**src/rtl/acc_core.sv**
```systemverilog
module acc_core #(
  parameter int AW = 16,
  parameter int DW = 8,
  parameter logic [AW-1:0] VEC_ADDR = 16'hFFFE
) (
  input  logic          clk,
  input  logic          rst_n,
  output logic [AW-1:0] bus_addr,
  input  logic [DW-1:0] bus_rdata,
  output logic [DW-1:0] bus_wdata,
  output logic          bus_rw,
  output logic [AW-1:0] dbg_pc,
  output logic [DW-1:0] dbg_a,
  output logic [AW-1:0] dbg_x,
  output logic [AW-1:0] dbg_ear,
  output logic          flag_z
);

  localparam int XW = AW - DW;
  localparam logic [AW-1:0] ONE = AW'(1);
  localparam logic [DW-1:0] OP_CLRA    = 8'h87;
  localparam logic [DW-1:0] OP_LDA_IMM = 8'h86;
  localparam logic [DW-1:0] OP_LDA_DIR = 8'h96;
  localparam logic [DW-1:0] OP_LDA_EXT = 8'hB6;
  localparam logic [DW-1:0] OP_LDA_IDX = 8'hA6;
  localparam logic [DW-1:0] OP_BRA     = 8'h20;
  localparam logic [DW-1:0] OP_LDX_IMM = 8'hCE;

  typedef enum logic [2:0] {S_VHI, S_VLO, S_FETCH, S_OP1, S_OP2, S_DATA} state_t;

  state_t        st;
  logic [AW-1:0] pc, xr, ear;
  logic [DW-1:0] acc, ir;
  logic          zf;

  function automatic logic has_operand(input logic [DW-1:0] op);
    return op == OP_LDA_IMM || op == OP_LDA_DIR || op == OP_LDA_EXT ||
           op == OP_LDA_IDX || op == OP_BRA     || op == OP_LDX_IMM;
  endfunction

  always_comb begin
    case (st)
      S_VHI:   bus_addr = VEC_ADDR;
      S_VLO:   bus_addr = VEC_ADDR + ONE;
      S_DATA:  bus_addr = ear;
      default: bus_addr = pc;
    endcase
  end

  assign bus_rw    = 1'b1;
  assign bus_wdata = acc;
  assign dbg_pc    = pc;
  assign dbg_a     = acc;
  assign dbg_x     = xr;
  assign dbg_ear   = ear;
  assign flag_z    = zf;

  always_ff @(posedge clk or negedge rst_n) begin
    if (!rst_n) begin
      st  <= S_VHI;
      pc  <= '0;
      xr  <= '0;
      ear <= '0;
      acc <= '0;
      ir  <= '0;
      zf  <= 1'b0;
    end else begin
      case (st)
        S_VHI: begin
          pc[AW-1 -: DW] <= bus_rdata;
          st <= S_VLO;
        end
        S_VLO: begin
          pc[DW-1:0] <= bus_rdata;
          st <= S_FETCH;
        end
        S_FETCH: begin
          ir <= bus_rdata;
          pc <= pc + ONE;
          if (bus_rdata == OP_CLRA) begin
            acc <= '0;
            zf  <= 1'b1;
          end
          st <= has_operand(bus_rdata) ? S_OP1 : S_FETCH;
        end
        S_OP1: begin
          pc <= pc + ONE;
          st <= S_FETCH;
          case (ir)
            OP_LDA_IMM: begin
              acc <= bus_rdata;
              zf  <= (bus_rdata == '0);
            end
            OP_LDA_DIR: begin
              ear <= {{XW{1'b0}}, bus_rdata};
              st  <= S_DATA;
            end
            OP_LDA_EXT: begin
              ear[AW-1 -: DW] <= bus_rdata;
              st <= S_OP2;
            end
            OP_LDX_IMM: begin
              xr[AW-1 -: DW] <= bus_rdata;
              st <= S_OP2;
            end
            OP_LDA_IDX: begin
              ear <= xr;
              if (bus_rdata == '0) st <= S_DATA;
            end
            OP_BRA: pc <= pc + ONE + {{XW{bus_rdata[DW-1]}}, bus_rdata};
            default: ;
          endcase
        end
        S_OP2: begin
          pc <= pc + ONE;
          if (ir == OP_LDA_EXT) begin
            ear[DW-1:0] <= bus_rdata;
            st <= S_DATA;
          end else begin
            xr[DW-1:0] <= bus_rdata;
            st <= S_FETCH;
          end
        end
        S_DATA: begin
          acc <= bus_rdata;
          zf  <= (bus_rdata == '0);
          st  <= S_FETCH;
        end
        default: st <= S_VHI;
      endcase
    end
  end

  AST_VECTOR_ORDER: assert property (@(posedge clk) disable iff (!rst_n)
    st == S_VHI |=> bus_addr == VEC_ADDR + ONE);
  AST_CLEAR_ONE_CYCLE: assert property (@(posedge clk) disable iff (!rst_n)
    (st == S_FETCH && bus_rdata == OP_CLRA) |=> (st == S_FETCH && acc == '0 && zf));
  AST_DIRECT_PAGE: assert property (@(posedge clk) disable iff (!rst_n)
    (st == S_OP1 && ir == OP_LDA_DIR) |=> (st == S_DATA && bus_addr[AW-1:DW] == '0));
  AST_BRANCH_TARGET: assert property (@(posedge clk) disable iff (!rst_n)
    (st == S_OP1 && ir == OP_BRA) |=>
      pc == $past(pc) + ONE + {{XW{$past(bus_rdata[DW-1])}}, $past(bus_rdata)});
  AST_ZERO_TRACKS_LOAD: assert property (@(posedge clk) disable iff (!rst_n)
    st == S_DATA |=> zf == (acc == '0));
  AST_UNKNOWN_NOP: assert property (@(posedge clk) disable iff (!rst_n)
    (st == S_FETCH && bus_rdata != OP_CLRA && !has_operand(bus_rdata)) |=>
      (st == S_FETCH && acc == $past(acc) && xr == $past(xr) && pc == $past(pc) + ONE));

endmodule

```
**config.mk**
```make
export PLATFORM = sky130hd
export DESIGN_NAME = acc_core
export DESIGN_NICKNAME = d
export VERILOG_FILES = /design/src/rtl/acc_core.sv
export SDC_FILE = /design/constraint.sdc
export NUM_CORES = 1
export LEC_CHECK = 0
export CAP_MARGIN = 5
export CORE_MARGIN = 4
export CORE_UTILIZATION = 49
export CTS_CLUSTER_DIAMETER = 80
export DETAILED_ROUTE_END_ITERATION = 7
export GPL_TIMING_DRIVEN = 0
export PLACE_DENSITY = 0.83
export SLEW_MARGIN = 10
export SYNTH_ARGS = -nofsm -noshare
export SYNTH_HDL_FRONTEND = slang
export SYNTH_SLANG_ARGS = --single-unit
```
**constraint.sdc**
```tcl
create_clock -name clk -period 2.95 [get_ports clk]
set_input_delay 0.4425 -clock clk [delete_from_list [all_inputs] [get_ports clk]]
set_output_delay 0.4425 -clock clk [all_outputs]
set_load 0.02 [all_outputs]
```
==> results of run 1 <==
## sequential cells by signal (all words and copies together), names as in the netlist
signal	count
flag_z	1
bus_wdata	8
dbg_pc	16
dbg_ear	16
dbg_x	16
st	3
ir	8
## worst register-to-register path, cell delays in order, from the launching register on
cell      delay, ns
dfrtp_1        0.39
buf_6          0.13
nand4_4        0.14
or4_4          0.55
xnor2_2        0.24
ha_4           0.25
nand4_1        0.19
nor2_1         0.12
nor4bb_4       0.31
mux2i_1        0.17
a211oi_1       0.28
nor3_1         0.07
## metrics by stage
step	instances	setup TNS [ns]	setup slack [ns]	power [mW]
6_report	881	-0.02677	-0.02677	7.607
2_1_floorplan	611	0	0.02003	4.366
5_1_grt	881	-0.1766	-0.1489	8.019
3_3_place_gp	834	-66.13	-0.8725	5.931
3_5_place_dp	835	-7.728	-0.5143	6.052
4_1_cts	866	0	0.004418	7.238
## cells in the final DEF, fill, tap and decap left out, drive strengths merged, types with 4 or more instances in the layout
| master | n |
|---|---|
| dlymetal6s2s | 11 |
| and3 | 7 |
| nor3 | 13 |
| mux2i | 11 |
| xor2 | 13 |
| clkinv | 6 |
| nor2b | 15 |
| a221oi | 5 |
| o31ai | 7 |
| nand2 | 42 |
| a211oi | 4 |
| nand3 | 26 |
| ha | 18 |
| nand2b | 5 |
| mux2 | 24 |
| o211ai | 4 |
| buf | 63 |
| nand4 | 6 |
| o22ai | 23 |
| clkbuf | 38 |
| dfrtp | 68 |
| nor4 | 6 |
| xnor2 | 17 |
| a22oi | 13 |
| nor2 | 56 |
| a31oi | 4 |
| o21ai | 40 |
| a22o | 5 |
| clkdlybuf4s50 | 78 |
| a21o | 5 |
| inv | 21 |
| a21oi | 49 |
## final cells by class
cell class,count,area (um2),share of cell area [%]
Multi-Input combinational cell,462,3253,46.88
Sequential cell,68,1710,24.65
Timing Repair Buffer,127,1216,17.53
Buffer,54,315.3,4.544
Tap cell,133,166.4,2.398
Clock buffer,9,123.9,1.785
Inverter,21,78.83,1.136
Clock inverter,7,75.07,1.082
## worst min path at each step
stage,startpoint,endpoint,slack (ns),cells after the start
2_1_floorplan,rst_n,bus_wdata[0]$_DFFE_PN0P_,0.15,0
3_3_place_gp,dbg_x[8]$_DFFE_PN0P_,dbg_x[8]$_DFFE_PN0P_,0.50,2
3_5_place_dp,rst_n,dbg_pc[12]$_DFFE_PN0P_,0.42,1
4_1_cts,rst_n,dbg_pc[5]$_DFFE_PN0P_,0.04,1
5_1_grt,rst_n,dbg_ear[6]$_DFFE_PN0P_,0.06,1
6_report,rst_n,dbg_pc[5]$_DFFE_PN0P_,0.04,1
## kinds of logic (layout without fill, tap and decap cells)
family | after synthesis | in the layout
AOI/OAI and AO/OA | 187 | 187
DFF | 68 | 68
muxes | 35 | 35
buffers and inverters | 81 | 218
other | 1 | 1
xor gates and xnor gates | 30 | 30
adders and majority gates | 19 | 19
and+or+nand+nor | 190 | 190
## synthesized netlist by cell type, drive strengths merged, types with 11 or more instances
library cell and instances:
ha 18, nand3 26, o22ai 23, a22oi 13
a21oi 49, mux2i 11, buf 25, xnor2 17
o21ai 40, nor2b 15, nor3 13, dfrtp 68
nand2 42, inv 20, xor2 13, clkbuf 35
mux2 24, nor2 56
## per-layer routing
layer / vias up / GRT usage, % / wire length, um / share of wire, %
li1: 2484 / - / - / -
met1: 2678 / 41.10 / 7700 / 40
met2: 277 / 51.26 / 9318 / 48
met3: 64 / 7.223 / 1488 / 7.7
met4: 0 / 13.45 / 823 / 4.3
met5: - / 0 / 0 / 0
## power by group through the flow
stage                     sequential (mW)  combinational, mW  clock [mW]
after floorplan                      1.78               2.59           0
after global placement               1.59               4.35           0
after detailed placement             1.60               4.45           0
after CTS                            1.60               4.82       0.819
after global routing                 1.65               5.51       0.855
final                                1.63               5.17       0.811
## repair_timing
item,in CTS,in global routing
pin swaps,10,17
buffers inserted,21,15
endpoints found under the setup margin,26,24
gates resized for setup,50,43
==> results.sh, run 1 <==
export IMPL_status="complete, but fails checks"
export IMPL_violations="DRC, setup timing"
export IMPL_final_core_util_pct=69.71
export IMPL_synth_nets=640
export IMPL_drt_first_iter_violations=624
export IMPL_overflow=0
export IMPL_yosysTopAreaCellShare_pct=33.45
export IMPL_vias_per_cell=6.246
export IMPL_cts_buffers=9
export IMPL_rr_worst_depth=11
export IMPL_synth_compound_area_share_pct=23.46
export IMPL_path_delay_family="simple AND/OR/NAND/NOR gates"
export IMPL_antenna_left=0
export IMPL_finalCriticalPeriod_ns=2.977
export IMPL_grt_pass1_vias=5216
export IMPL_crit_fanout=5
export IMPL_critPathCaptureType="flip-flop"
export IMPL_r2r_end="dbg_pc[15]$_DFFE_PN0P_"
export IMPL_power_leakage_nw=2.970
export IMPL_yosysUniqueCellTypes=66
export IMPL_cp_start_kind="flip-flop"
export IMPL_route_detailed_drc=7
export IMPL_finalMaxSlewViolations=0
export IMPL_syn_mean_instance_area_um2=8.326
export IMPL_synth_edff_count=0
export IMPL_crit_buf_inv=1
export IMPL_yosysTopAreaCell="dfrtp_1"
export IMPL_finalWeightedCongestion=0.9513
export IMPL_slew_headroom_pct=35.94
export IMPL_cp_depth=11
export IMPL_dieHeight_um=109.9
export IMPL_num_nets_final=772
export IMPL_grt_pass1_wl_um=28820
export IMPL_combPwrFrac_pct=68.0
export IMPL_crit_chain="buf_6, nand4_4, or4_4, xnor2_2, ha_4, nand4_1, nor2_1, nor4bb_4, mux2i_1, a211oi_1, nor3_1"
export IMPL_yosys_area_share_simple_pct=18.40
export IMPL_max_stage_delay_ns=0.55
export IMPL_synth_warnings=0
export IMPL_clk_latency_ns=0.35
export IMPL_worst_slack_ns=-0.02677
export IMPL_arrival_ns=3.19
export IMPL_synth_xor_area_share_pct=5.165
export IMPL_timing_hold_ws_ns=0.03556
export IMPL_maxCapViolCount=0
export IMPL_num_rows=36
export IMPL_ctsRootBufferMaster="clkbuf_8"
export IMPL_synth_top_family_by_area="compound AO/OA/AOI/OAI gates"
export IMPL_wl_um=19330
export IMPL_finClkSkew_ns=0.007426
export IMPL_setup_violations=1
export IMPL_clkTransAtPathRegs_ns=0.09
export IMPL_clk_path_buf_depth=2
export IMPL_io_buffers=90
export IMPL_antenna_cells=0
export IMPL_track_usage_pct=31.85
export IMPL_syn_inst=611
export IMPL_synthArstFlopShare_pct=100.0
export IMPL_cts_sinks=68
export IMPL_start_util_pct=51.11
export IMPL_worst_r2r_setup_slack_ns=-0.03
export IMPL_switchingPower_mw=3.648
export IMPL_cts_tree="yes"
export IMPL_num_vias=5503
export IMPL_pwr_share_clk_pct=10.7
export IMPL_clock_fmax_mhz=335.9
export IMPL_cts_hold_buf=0
export IMPL_crit_required_ns=3.16
export IMPL_pwr_share_seq_pct=21.4
export IMPL_peakVddDrop_mv=0.5390
export IMPL_netlist_area_um2=5087
export IMPL_io_pins=92
export IMPL_layout_drive_gt1_share_pct=20.99
export IMPL_coreArea_um2=9955
export IMPL_die_w_um=109.9
export IMPL_final_hold_viol_count=0
export IMPL_endpoint="dbg_pc[15]$_DFFE_PN0P_"
export IMPL_synth_top_cells_by_area="dfrtp_1, mux2_2, a21oi_1"
export IMPL_grt_max_degree=37
export IMPL_power_density_nw_per_um2=1096
export IMPL_place_area_um2=6178
export IMPL_cp_slowest_cell="or4_4"
export IMPL_dp_hpwl_um=13870
export IMPL_design_area_um2=6939
export IMPL_regToRegStartpoint="dbg_pc[2]$_DFFE_PN0P_"
export IMPL_period_share_pct=100.9
export IMPL_switching_share_pct=47.96
export IMPL_rsz0062_at_grt="yes"
export IMPL_syn_to_final_growth_pct=36.40
export IMPL_holdCritPathClass="in -> async"
export IMPL_nFillCells=809
export IMPL_synth_area_mux_share_pct=7.477
export IMPL_worst_slew_pin_slew_ns=0.9594
export IMPL_worstSetupPathType="reg -> reg"
export IMPL_htreeDepth=3
export IMPL_p_int_mw=3.959
export IMPL_synth_fa_ha_area_share_pct=4.820
export IMPL_yosysSeqAreaShare_pct=33.45
export IMPL_die_area_um2=12080
export IMPL_crit_start="dbg_pc[2]$_DFFE_PN0P_"
export IMPL_antenna_found_initial=0
export IMPL_wl_per_cell_um=21.94
export IMPL_firstDrtPassIters=8
export IMPL_synth_seq_cells=68
export IMPL_synth_main_ff_cell="dfrtp_1"
Note: power is estimated with default switching activity, not from simulation.
==> run 2: changes to the inputs <==
TNS_END_PERCENT = 1   (was unset)
==> results.sh, run 2 (synthesis results as in run 1) <==
export IMPL_cts_hold_buf=0
export IMPL_crit_buf_inv=0
export IMPL_final_common_cell="clkdlybuf4s50_1"
export IMPL_worstSetupPathType="reg -> reg"
export IMPL_antenna_left=0
export IMPL_grt_pass1_vias=5183
export IMPL_period_share_pct=102.4
export IMPL_num_rows=36
export IMPL_p_int_mw=3.806
export IMPL_slew_headroom_pct=36.38
export IMPL_nFillCells=828
export IMPL_route_detailed_drc=4
export IMPL_rsz0062_at_grt="yes"
export IMPL_start_util_pct=51.11
export IMPL_multi_input_area_um2=3221
export IMPL_finalWeightedCongestion=0.9513
export IMPL_pwr_share_clk_pct=11.0
export IMPL_antenna_found_initial=0
export IMPL_path_delay_family="simple AND/OR/NAND/NOR gates"
export IMPL_grt_max_degree=37
export IMPL_clock_fmax_mhz=331.1
export IMPL_antenna_cells=0
export IMPL_syn_to_final_growth_pct=33.05
export IMPL_dieHeight_um=109.9
export IMPL_peakVddDrop_mv=0.5248
export IMPL_overflow=0
export IMPL_wl_per_cell_um=22.01
export IMPL_power_density_nw_per_um2=1092
export IMPL_clk_latency_ns=0.36
export IMPL_drt_first_iter_violations=560
export IMPL_holdCritPathClass="in -> async"
export IMPL_num_nets_final=755
export IMPL_clkTransAtPathRegs_ns=0.09
export IMPL_finClkSkew_ns=0.008356
export IMPL_status="complete, but fails checks"
export IMPL_fin_tns_setup_ns=-0.1797
export IMPL_max_stage_delay_ns=0.45
export IMPL_cp_start_kind="flip-flop"
export IMPL_ctsRootBufferMaster="clkbuf_8"
export IMPL_worst_slack_ns=-0.07003
export IMPL_vias_per_cell=6.316
export IMPL_instances_no_fill=864
export IMPL_die_area_um2=12080
export IMPL_firstDrtPassIters=8
export IMPL_die_w_um=109.9
export IMPL_violations="DRC, setup timing"
export IMPL_clk_path_buf_depth=2
export IMPL_coreArea_um2=9955
export IMPL_cts_sinks=68
export IMPL_pwr_share_seq_pct=22.4
export IMPL_switchingPower_mw=3.587
export IMPL_finalMaxSlewViolations=0
export IMPL_arrival_ns=3.24
export IMPL_layout_drive_gt1_share_pct=18.19
export IMPL_place_inst=835
export IMPL_critPathCaptureType="flip-flop"
export IMPL_final_cell_mix="clkdlybuf4s50_1, dfrtp_1, nor2_1"
export IMPL_setup_violations=5
export IMPL_maxCapViolCount=0
export IMPL_track_usage_pct=31.35
export IMPL_totalPowerFinal_mw=7.393
export IMPL_io_pins=92
export IMPL_timing_hold_ws_ns=0.03241
export IMPL_cts_buffers=9
export IMPL_switching_share_pct=48.52
export IMPL_grt_pass1_wl_um=28430
export IMPL_io_buffers=90
export IMPL_crit_required_ns=3.17
export IMPL_crit_chain="ha_2, nand3_4, nor4_4, xor2_1, ha_1, a21oi_2, nor4bb_4, mux2i_1, a211oi_1, nor3_1"
export IMPL_htreeDepth=3
export IMPL_cts_tree="yes"
export IMPL_finalCriticalPeriod_ns=3.020
export IMPL_cp_slowest_cell="dfrtp_2"
export IMPL_wl_um=19020
export IMPL_ff_latch_area_um2=1710
export IMPL_crit_fanout=8
export IMPL_combPwrFrac_pct=66.7
export IMPL_worst_slew_pin_slew_ns=0.9528
export IMPL_dp_hpwl_um=13870
export IMPL_power_leakage_nw=2.847
export IMPL_num_vias=5457
export IMPL_final_hold_viol_count=0
run 2: metal layers:
metal,wire [um],track usage (%)
met5,0,0
met3,1652,7.516
met1,7416,40.64
met2,9214,50.35
met4,732,12.38
run 2: area by class of cell:
| cell class | count | share of cell area [%] |
|---|---|---|
| multi-input cells | 462 | 47.58 |
| inverters | 21 | 1.165 |
| repair buffers | 109 | 15.79 |
| flip-flops and latches | 68 | 25.27 |
| well taps | 133 | 2.458 |
| clock buffers | 9 | 1.830 |
| clock inverters | 7 | 1.109 |
| plain buffers | 55 | 4.806 |
run 2: worst paths after layout:
path	to	slack [ns]	cells after the start	from
max in group asynchronous	dbg_pc[1]$_DFFE_PN0P_	2.34	2	rst_n
min reg2reg	ir[6]$_DFFE_PN0P_	0.54	1	ir[6]$_DFFE_PN0P_
min	dbg_pc[5]$_DFFE_PN0P_	0.03	1	rst_n
max reg2reg	dbg_pc[15]$_DFFE_PN0P_	-0.07	10	dbg_pc[0]$_DFFE_PN0P_
min in group clk	ir[6]$_DFFE_PN0P_	0.54	1	ir[6]$_DFFE_PN0P_
max	dbg_pc[15]$_DFFE_PN0P_	-0.07	10	dbg_pc[0]$_DFFE_PN0P_
run 2: power groups by stage:
stage	Combinational, mW	Clock (mW)	Sequential [mW]
floorplan	2.59	0	1.78
global placement	4.35	0	1.59
detailed placement	4.45	0	1.60
CTS	4.69	0.819	1.63
global route	5.26	0.855	1.68
finish	4.93	0.811	1.65
run 2: stage by stage:
stage          cell area, um2  setup WS (ns)  util (%)
3_5_place_dp             6178        -0.5143     62.07
5_1_grt                  6769        -0.1564     68.00
3_3_place_gp             6161        -0.8725     61.89
2_1_floorplan            5094        0.02003         -
4_1_cts                  6609       -0.07454     66.39
6_report                 6769       -0.07003     68.00
run 2: repair_timing:
item,4_1_cts,5_1_grt
buffers inserted,13,5
setup endpoints to repair,26,23
pin swaps,7,8
gates resized for setup,45,33
endpoints found under the hold margin,0,0
==> run 3: changes to the inputs <==
CTS_BUF_LIST = sky130_fd_sc_hd__clkbuf_16   (was unset)
==> results.sh, run 3 (synthesis results as in run 1) <==
export IMPL_crit_chain="ha_2, nand3_4, nor4_2, xor2_1, ha_1, a21oi_2, nor4bb_2, mux2i_1, a211oi_1, nor3_1"
export IMPL_drt_first_iter_violations=621
export IMPL_clk_path_buf_depth=2
export IMPL_grt_pass1_vias=5223
export IMPL_ctsRootBufferMaster="clkbuf_16"
export IMPL_status="complete, but fails checks"
export IMPL_wl_um=19130
export IMPL_finalMaxSlewViolations=0
export IMPL_finalCriticalPeriod_ns=3.007
export IMPL_route_detailed_drc=0
export IMPL_crit_fanout=8
export IMPL_worstSetupPathType="reg -> reg"
export IMPL_cts_hold_buf=0
export IMPL_die_w_um=109.9
export IMPL_peakVddDrop_mv=0.5838
export IMPL_rsz0062_at_grt="yes"
export IMPL_totalPowerFinal_mw=7.670
export IMPL_layout_drive_gt1_share_pct=17.28
export IMPL_period_share_pct=101.9
export IMPL_firstDrtPassIters=6
export IMPL_num_nets_final=753
export IMPL_final_cell_mix="clkdlybuf4s50_1, dfrtp_1, nor2_1"
export IMPL_antenna_left=0
export IMPL_io_buffers=90
export IMPL_overflow=0
export IMPL_crit_required_ns=3.14
export IMPL_cts_tree="yes"
export IMPL_coreArea_um2=9955
export IMPL_die_area_um2=12080
export IMPL_dieHeight_um=109.9
export IMPL_clk_latency_ns=0.33
export IMPL_max_stage_delay_ns=0.44
export IMPL_worst_slack_ns=-0.05696
export IMPL_grt_max_degree=37
export IMPL_finalWeightedCongestion=0.9513
export IMPL_place_area_um2=6178
export IMPL_preCtsSetupSlack_ns=-0.5143
export IMPL_violations="setup timing"
export IMPL_grt_pass1_wl_um=29000
export IMPL_wl_per_cell_um=22.19
export IMPL_num_rows=36
export IMPL_power_density_nw_per_um2=1127
export IMPL_antenna_found_initial=0
export IMPL_worst_slew_pin_slew_ns=0.9166
export IMPL_design_area_um2=6803
export IMPL_track_usage_pct=31.90
export IMPL_cts_buffers=9
export IMPL_cp_slowest_cell="dfrtp_2"
export IMPL_finClkSkew_ns=0.007632
export IMPL_cts_sinks=68
export IMPL_syn_to_final_growth_pct=33.72
export IMPL_clkTransAtPathRegs_ns=0.06
export IMPL_antenna_cells=0
export IMPL_critPathCaptureType="flip-flop"
export IMPL_clock_fmax_mhz=332.6
export IMPL_maxCapViolCount=0
export IMPL_vias_per_cell=6.393
export IMPL_start_util_pct=51.11
export IMPL_slew_headroom_pct=38.80
export IMPL_arrival_ns=3.20
export IMPL_fin_tns_setup_ns=-0.06413
export IMPL_num_vias=5511
export IMPL_holdCritPathClass="in -> async"
export IMPL_io_pins=92
export IMPL_cp_start_kind="flip-flop"
export IMPL_power_leakage_nw=2.837
export IMPL_final_common_cell="clkdlybuf4s50_1"
export IMPL_htreeDepth=3
export IMPL_dp_hpwl_um=13870
export IMPL_setup_violations=3
export IMPL_timing_hold_ws_ns=0.05945
export IMPL_final_hold_viol_count=0
[run 3: cell types whose count changed in the layout (fill, tap and decap cells not counted), sizes merged]
cell           previous run  this run
buf                      45        46
clkbuf                   39        36
clkdlybuf4s50            83        88
dlymetal6s2s              6         1
[run 3: timing repair]
item	in CTS	in global routing
setup buffers	13	4
resized for setup	47	16
setup endpoints to repair	26	28
pin swaps	7	6
[run 3: where the power goes]
group	total [mW]	switching (mW)	internal, mW
logic	4.91	2.76	2.14
clock network	1.11	0.455	0.660
registers	1.65	0.397	1.25
total	7.67	3.62	4.05
[run 3: final timing paths]
| path | from | endpoint | slack [ns] | depth (start not counted) |
|---|---|---|---|---|
| max | dbg_pc[0]$_DFFE_PN0P_ | dbg_pc[15]$_DFFE_PN0P_ | -0.06 | 10 |
| min | rst_n | dbg_pc[12]$_DFFE_PN0P_ | 0.06 | 1 |
| max reg2reg | dbg_pc[0]$_DFFE_PN0P_ | dbg_pc[15]$_DFFE_PN0P_ | -0.06 | 10 |
| min reg2reg | ir[6]$_DFFE_PN0P_ | ir[6]$_DFFE_PN0P_ | 0.54 | 1 |
| max in group asynchronous | rst_n | dbg_pc[1]$_DFFE_PN0P_ | 2.31 | 2 |
| min in group clk | ir[6]$_DFFE_PN0P_ | ir[6]$_DFFE_PN0P_ | 0.54 | 1 |
[run 3: final cells by class]
type,instances,area (um2)
inverter,21,78.83
tap,133,166.4
timing repair buffer,108,1049
multi-input combinational,462,3184
clock buffer,9,225.2
sequential,68,1710
clock inverter,7,75.07
fill,823,3152
buffer,54,314.1
[run 3: per-stage QoR]
step           utilization, %  cells
2_1_floorplan               -    611
3_3_place_gp            61.89    834
3_5_place_dp            62.07    835
4_1_cts                 67.53    859
5_1_grt                 68.34    862
6_report                68.34    862
[run 3: per-layer routing]
metal,global-route usage [%],share of wire (%)
met1,42.04,39
met5,0,0
met4,13.62,3.7
met3,5.050,9.3
met2,51.82,48
[run 3: critical path: cells and delay by family, from the launching register on]
| family | cells | cell delay [ns] |
|---|---|---|
| simple gates | 4 | 0.85 |
| fa+ha+maj | 2 | 0.58 |
| compound gates | 2 | 0.50 |
| flops | 1 | 0.44 |
| xor+xnor | 1 | 0.32 |
| mux | 1 | 0.18 |
